$ cat config.mk
export PLATFORM = sky130hd
export DESIGN_NAME = brd_ctl_irq_bank
export DESIGN_NICKNAME = d
export VERILOG_FILES = /design/src/rtl/brd_ctl_pkg.sv /design/src/rtl/brd_plain_regs.sv /design/src/rtl/brd_irq_capture.sv /design/src/rtl/brd_ctl_irq_bank.sv
export SDC_FILE = /design/constraint.sdc
export NUM_CORES = 1
export LEC_CHECK = 0
export CAP_MARGIN = 25
export CORE_MARGIN = 10
export CORE_UTILIZATION = 40
export CTS_CLUSTER_DIAMETER = 120
export CTS_CLUSTER_SIZE = 8
export DETAILED_ROUTE_END_ITERATION = 12
export GPL_ROUTABILITY_DRIVEN = 0
export REMOVE_ABC_BUFFERS = 1
export SYNTH_ARGS = -nofsm -noshare
export SYNTH_HDL_FRONTEND = slang
export SYNTH_SLANG_ARGS = --single-unit
$ cat constraint.sdc
create_clock -name clk -period 3 [get_ports clk]
set_clock_uncertainty 0.1 [all_clocks]
set_input_delay 0.3 -clock clk [delete_from_list [all_inputs] [get_ports clk]]
set_output_delay 0.3 -clock clk [all_outputs]
set_load 0.01 [all_outputs]
$ cat src/rtl/brd_ctl_pkg.sv
// Package: shared constants and the offset map of the control bank.
// Assumes word offsets (byte offset >> 2) fit in six bits.
package brd_ctl_pkg;
    localparam int NUM_PLAIN = 10;
    localparam int EN_WORD   = 'hC0 >> 2;
    localparam int ST_WORD   = 'hD0 >> 2;

    // Word offset of plain register i; the order here is only a storage order.
    function automatic int plain_word(input int i);
        case (i)
            0:       plain_word = 'h10 >> 2;
            1:       plain_word = 'h14 >> 2;
            2:       plain_word = 'h40 >> 2;
            3:       plain_word = 'h60 >> 2;
            4:       plain_word = 'h80 >> 2;
            5:       plain_word = 'h84 >> 2;
            6:       plain_word = 'h88 >> 2;
            7:       plain_word = 'h90 >> 2;
            8:       plain_word = 'hE0 >> 2;
            default: plain_word = 'hE4 >> 2;
        endcase
    endfunction
endpackage

$ cat src/rtl/brd_plain_regs.sv
// Module: bank of plain read/write storage words at fixed word offsets.
// Assumes one write port and a combinational read select; read data is
// registered by the parent.
module brd_plain_regs #(
    parameter int DW = 32,
    parameter int WW = 6
) (
    input  logic          clk,
    input  logic          rst_n,
    input  logic          wr,
    input  logic [WW-1:0] word,
    input  logic [DW-1:0] wdata,
    output logic [DW-1:0] rd_val,
    output logic          rd_hit
);
    import brd_ctl_pkg::*;

    logic [DW-1:0]        store [NUM_PLAIN];
    logic [NUM_PLAIN-1:0] sel;

    for (genvar g = 0; g < NUM_PLAIN; g++) begin : g_reg
        assign sel[g] = (int'(word) == plain_word(g));
        // Purpose: hold one storage word, loaded on a matching write.
        always_ff @(posedge clk) begin
            if (!rst_n)          store[g] <= '0;
            else if (wr && sel[g]) store[g] <= wdata;
        end
    end

    // Purpose: return the selected word, or zero when no word matches.
    always_comb begin
        rd_val = '0;
        for (int i = 0; i < NUM_PLAIN; i++)
            if (sel[i]) rd_val = rd_val | store[i];
    end

    assign rd_hit = |sel;

    // A write elsewhere never disturbs this bank.
    p_ignore_r8: assert property (@(posedge clk) disable iff (!rst_n)
        !(wr && rd_hit) |=> $stable(store[0]) && $stable(store[7]) && $stable(store[9]));
endmodule

$ cat src/rtl/brd_irq_capture.sv
// Module: interrupt enable, one-hot status and output level tracking.
// Assumes NSRC <= DW. Each cycle the inputs are compared with the
// registered level vector; the lowest enabled changed line is captured.
// The capture takes precedence over a bus write to status.
module brd_irq_capture #(
    parameter int          NSRC = 16,
    parameter int          DW   = 32,
    parameter logic [31:0] MASK = 32'h000F_EEFF
) (
    input  logic            clk,
    input  logic            rst_n,
    input  logic [NSRC-1:0] irq_in,
    input  logic            en_wr,
    input  logic            st_wr,
    input  logic [DW-1:0]   wdata,
    output logic [DW-1:0]   en_q,
    output logic [DW-1:0]   st_q,
    output logic            irq_out
);
    localparam int PW = (NSRC > 1) ? $clog2(NSRC) : 1;

    logic [NSRC-1:0] lvl_q;
    logic [NSRC-1:0] hit;
    logic [PW-1:0]   pick;

    assign hit = (irq_in ^ lvl_q) & en_q[NSRC-1:0];

    // Purpose: find the lowest-numbered enabled line that changed.
    always_comb begin
        pick = '0;
        for (int i = NSRC - 1; i >= 0; i--)
            if (hit[i]) pick = PW'(i);
    end

    // Purpose: track input levels and the filtered enable register.
    always_ff @(posedge clk) begin
        if (!rst_n) begin
            lvl_q <= '0;
            en_q  <= '0;
        end else begin
            lvl_q <= irq_in;
            if (en_wr) en_q <= wdata & DW'(MASK);
        end
    end

    // Purpose: capture an enabled change into status and the output level.
    always_ff @(posedge clk) begin
        if (!rst_n) begin
            st_q    <= '0;
            irq_out <= 1'b0;
        end else if (|hit) begin
            st_q    <= DW'(1) << pick;
            irq_out <= irq_in[pick];
        end else if (st_wr) begin
            st_q    <= wdata & DW'(MASK);
        end
    end

    p_onehot_r5: assert property (@(posedge clk) disable iff (!rst_n)
        (|hit) |=> ($countones(st_q) == 1));
    p_level_r5: assert property (@(posedge clk) disable iff (!rst_n)
        (|hit) |=> (irq_out == |(st_q[NSRC-1:0] & lvl_q)));
    p_hold_r6: assert property (@(posedge clk) disable iff (!rst_n)
        !(|hit) |=> $stable(irq_out));
    p_status_hold_r6: assert property (@(posedge clk) disable iff (!rst_n)
        (!(|hit) && !st_wr) |=> $stable(st_q));
    p_filter_r3: assert property (@(posedge clk) disable iff (!rst_n)
        en_wr |=> ((en_q & ~DW'(MASK)) == '0));
endmodule

$ cat src/rtl/brd_ctl_irq_bank.sv
// Module: top of the board control bank. Decodes the byte offset (bits
// 1:0 ignored), routes writes, and registers read data one cycle after
// the read strobe. Assumes AW >= 8 so every mapped offset is reachable.
module brd_ctl_irq_bank #(
    parameter int          NSRC = 16,
    parameter int          DW   = 32,
    parameter int          AW   = 8,
    parameter logic [31:0] MASK = 32'h000F_EEFF
) (
    input  logic            clk,
    input  logic            rst_n,
    input  logic            bus_wr,
    input  logic            bus_rd,
    input  logic [AW-1:0]   bus_addr,
    input  logic [DW-1:0]   bus_wdata,
    output logic [DW-1:0]   bus_rdata,
    input  logic [NSRC-1:0] irq_in,
    output logic            irq_out
);
    import brd_ctl_pkg::*;
    localparam int WW = AW - 2;

    logic [WW-1:0] word;
    logic          en_sel, st_sel, pl_hit;
    logic [DW-1:0] pl_val, en_q, st_q, rd_mux;

    assign word   = bus_addr[AW-1:2];
    assign en_sel = (int'(word) == EN_WORD);
    assign st_sel = (int'(word) == ST_WORD);

    brd_plain_regs #(.DW(DW), .WW(WW)) plain_i (
        .clk(clk), .rst_n(rst_n), .wr(bus_wr), .word(word),
        .wdata(bus_wdata), .rd_val(pl_val), .rd_hit(pl_hit)
    );

    brd_irq_capture #(.NSRC(NSRC), .DW(DW), .MASK(MASK)) irq_i (
        .clk(clk), .rst_n(rst_n), .irq_in(irq_in),
        .en_wr(bus_wr && en_sel), .st_wr(bus_wr && st_sel),
        .wdata(bus_wdata), .en_q(en_q), .st_q(st_q), .irq_out(irq_out)
    );

    // Purpose: select the addressed word, zero for an unmapped offset.
    always_comb begin
        if (en_sel)      rd_mux = en_q;
        else if (st_sel) rd_mux = st_q;
        else if (pl_hit) rd_mux = pl_val;
        else             rd_mux = '0;
    end

    // Purpose: register read data on the read strobe and hold it otherwise.
    always_ff @(posedge clk) begin
        if (!rst_n)      bus_rdata <= '0;
        else if (bus_rd) bus_rdata <= rd_mux;
    end

    p_unmapped_r8: assert property (@(posedge clk) disable iff (!rst_n)
        (bus_rd && !en_sel && !st_sel && !pl_hit) |=> (bus_rdata == '0));
    p_rd_hold_r9: assert property (@(posedge clk) disable iff (!rst_n)
        !bus_rd |=> $stable(bus_rdata));
endmodule

==> reports/results.txt <==
Outcome -> complete, no violations
Crit path max-delay family -> compound AO/OA/AOI/OAI gates
DR pass1 iterations -> 5
Setup CP Type -> register to register
Cell area after layout -> 22000 sq um
Minimum clock period -> 2450 ps
RSZ-0062 raised after global routing -> no
Fin crit share -> 0.817
Clk Latency, worst-skew pair -> 610 ps
Pwr dens -> 587 nW/um^2
Gate power share -> 0.051
Avg Cell Area, Syn -> 12.2 sq um
Vias in the first global route -> 12701
Max Root-Sink Buffers -> 3
CP cell instances -> xor2_1, a211oi_1, o311ai_1, buf_4, a22oi_1, a211oi_1, o41ai_1, nand4_1
Largest net degree at the start of global routing -> 49
Critical path launch point type -> register
Clock power share -> 0.453
Final ANT Viol Nets -> 0
Area occupied by multi-input gates -> 6180 sq um
Finished Core Util -> 0.495
GRT Util Overall -> 0.199
Register Area -> 11300 sq um
Fraction of registers with async set/reset -> 0
Layout cells sized above 1 -> 0.111
Clock-pin slew on the worst setup and hold paths -> 60 ps
Total number of H-tree levels -> 2
I/O pin total -> 93
Initial Utilization -> 0.405
Remaining routing DRC violations -> 0
Synth-to-layout area growth -> 22.3%
Leakage power -> 7.78 nW
Crit path largest cell delay -> 480 ps
Post-synth top area share -> 0.535
Cell taking the most area after synthesis -> edfxtp_1
Dpl hpwl -> 32800 microns
Die footprint -> 53800 sq um
Synth Warn # -> 0
Width of the die -> 232 microns
Hold_buf cts -> 0
# diodes -> 0
Hold/Removal Path Class -> primary input to register
Port bufs -> 90
Mapped Area -> 18000 sq um
CP most frequent cell -> a211oi_1
Clk root buf -> clkbuf_16
PostCTS Resize Cnt -> 0
Sw power -> 2.85 mW
Rel. slew slack -> 0.402
Total power -> 12.9 mW
Final-stage net count -> 1654
Commonest cells in the netlist -> and2_1 (342), edfxtp_1 (320), a22oi_1 (152)
Clock Sinks -> 405
Synth unique cells -> 65
Post-synthesis sequential area ratio -> 0.630
Initial antenna violation count -> 2
Total of max-cap violations -> 0
Post-CTS Setup Bufs -> 0
P_int -> 10.0 mW
Least-Margin Pin Slew -> 896 ps
Worst path buffer plus inverter count -> 1
Grt total ovfl -> 0
Crit-path slowest cell -> a211oi_1
Post-Synthesis Cells -> 1474
Routed vias/inst -> 5.67
Achievable Freq -> 408 MHz
Synth Flop Type -> edfxtp_1
First-pass GRT wire length -> 80900 microns
Hold slack -> 144 ps
TritonCTS clock tree -> yes
Synth area leaders -> edfxtp_1 (54%), and2_1 (12%), dfxtp_1 (9.5%)
Fill cells -> 3910
Routed WL -> 54300 microns
Peak VDD IR -> 0.409 mV
Hold Violations, Final -> 0
Worst path required time -> 3370 ps
Wire per inst -> 24.4 microns
Register bit count reported by yosys -> 405
Final Setup Violations -> 0
Cell Rows -> 77
CP Capture Type -> register
Die height -> 232 microns
Via count -> 12637
WP data arrival -> 2820 ps
Total CTS buffers -> 56
Number of synthesized flops with an enable pin -> 320
Max-slew violation count -> 0
Core area -> 44300 sq um
DRT iter0 DRCs -> 1160
Sw frac -> 0.221
Placed cell area -> 20400 sq um
CP max FO -> 5
Top-count cell post-synth -> and2_1
Seq pwr share -> 0.496
[path summary, 6_finish.rpt]
| kind | from | to | slack [ps] | depth (start not counted) |
|---|---|---|---|---|
| setup / recovery | irq_i.lvl_q[14]$_SDFF_PN0_ | irq_i.irq_out$_SDFFE_PN0N_ | 550 | 8 |
| hold / removal | rst_n | bus_rdata[31]$_SDFFE_PN0P_ | 140 | 2 |
| setup reg to reg | irq_i.lvl_q[14]$_SDFF_PN0_ | irq_i.irq_out$_SDFFE_PN0N_ | 550 | 8 |
| hold reg to reg | irq_i.st_q[18]$_SDFFE_PN0P_ | irq_i.st_q[18]$_SDFFE_PN0P_ | 360 | 2 |
[flip-flops by register name, summed over array words and instances, names as in the netlist]
register / cells
bus_rdata: 32
irq_i.irq_out: 1
irq_i.st_q: 20
plain_i.store: 320
irq_i.lvl_q: 14
irq_i.en_q: 18
[cell type report]
cell class	instances	area share
sequential	405	0.515
clock buffer	97	0.0708
tap	592	0.0337
inverter	6	0.00103
timing repair buffer	182	0.0955
multi-input combinational	943	0.282
clock inverter	4	0.00228
[layout by cell type, fill, tap and decap left out, types with 15 or more instances in the layout]
master             n
nand2_1          106
nand4_1           22
clkdlybuf4s50_1   88
clkbuf_16         56
a31oi_1           16
nor2_1            15
buf_4             52
o221ai_1          18
and2_1           342
dfxtp_1           85
edfxtp_1         320
a21oi_1           30
o21a_1            15
nand2b_1          24
a221oi_1          16
a22oi_1          152
xor2_1            15
a21boi_0          18
buf_12            41
clkbuf_1          41
a21boi_1          18
[through the flow]
step | cells | setup TNS, ps | setup WS [ps]
final | 2229 | 0 | 549
after global routing | 2229 | 0 | 418
after CTS | 2229 | 0 | 628
after detailed placement | 2128 | 0 | 111
after global placement | 2128 | 0 | 114
after floorplan | 1354 | -92660 | -638
[per-layer routing]
| metal | global-route usage | part of all wire | vias to the layer above |
|---|---|---|---|
| li1 | - | - | 5686 |
| met5 | 0 | 0.00059 | - |
| met4 | 0.0611 | 0.025 | 4 |
| met1 | 0.254 | 0.42 | 6324 |
| met3 | 0.0355 | 0.067 | 115 |
| met2 | 0.338 | 0.49 | 508 |
[cell families after synthesis]
kind of cell,synth area share
compound gates,0.142
xor+xnor,0.00829
buf+inv,0.0306
flops,0.630
mux,0.00223
simple gates,0.187
[power by group through the flow]
| stage | Clock (mW) | Sequential [mW] | Combinational (mW) |
|---|---|---|---|
| 2_1_floorplan | 0 | 6.49 | 0.211 |
| 3_3_place_gp | 0 | 6.49 | 0.648 |
| 3_5_place_dp | 0 | 6.50 | 0.654 |
| 4_1_cts | 5.91 | 6.39 | 0.657 |
| 5_1_grt | 6.16 | 6.41 | 0.696 |
| 6_report | 5.84 | 6.39 | 0.652 |
(Power assumes the default switching activity.)
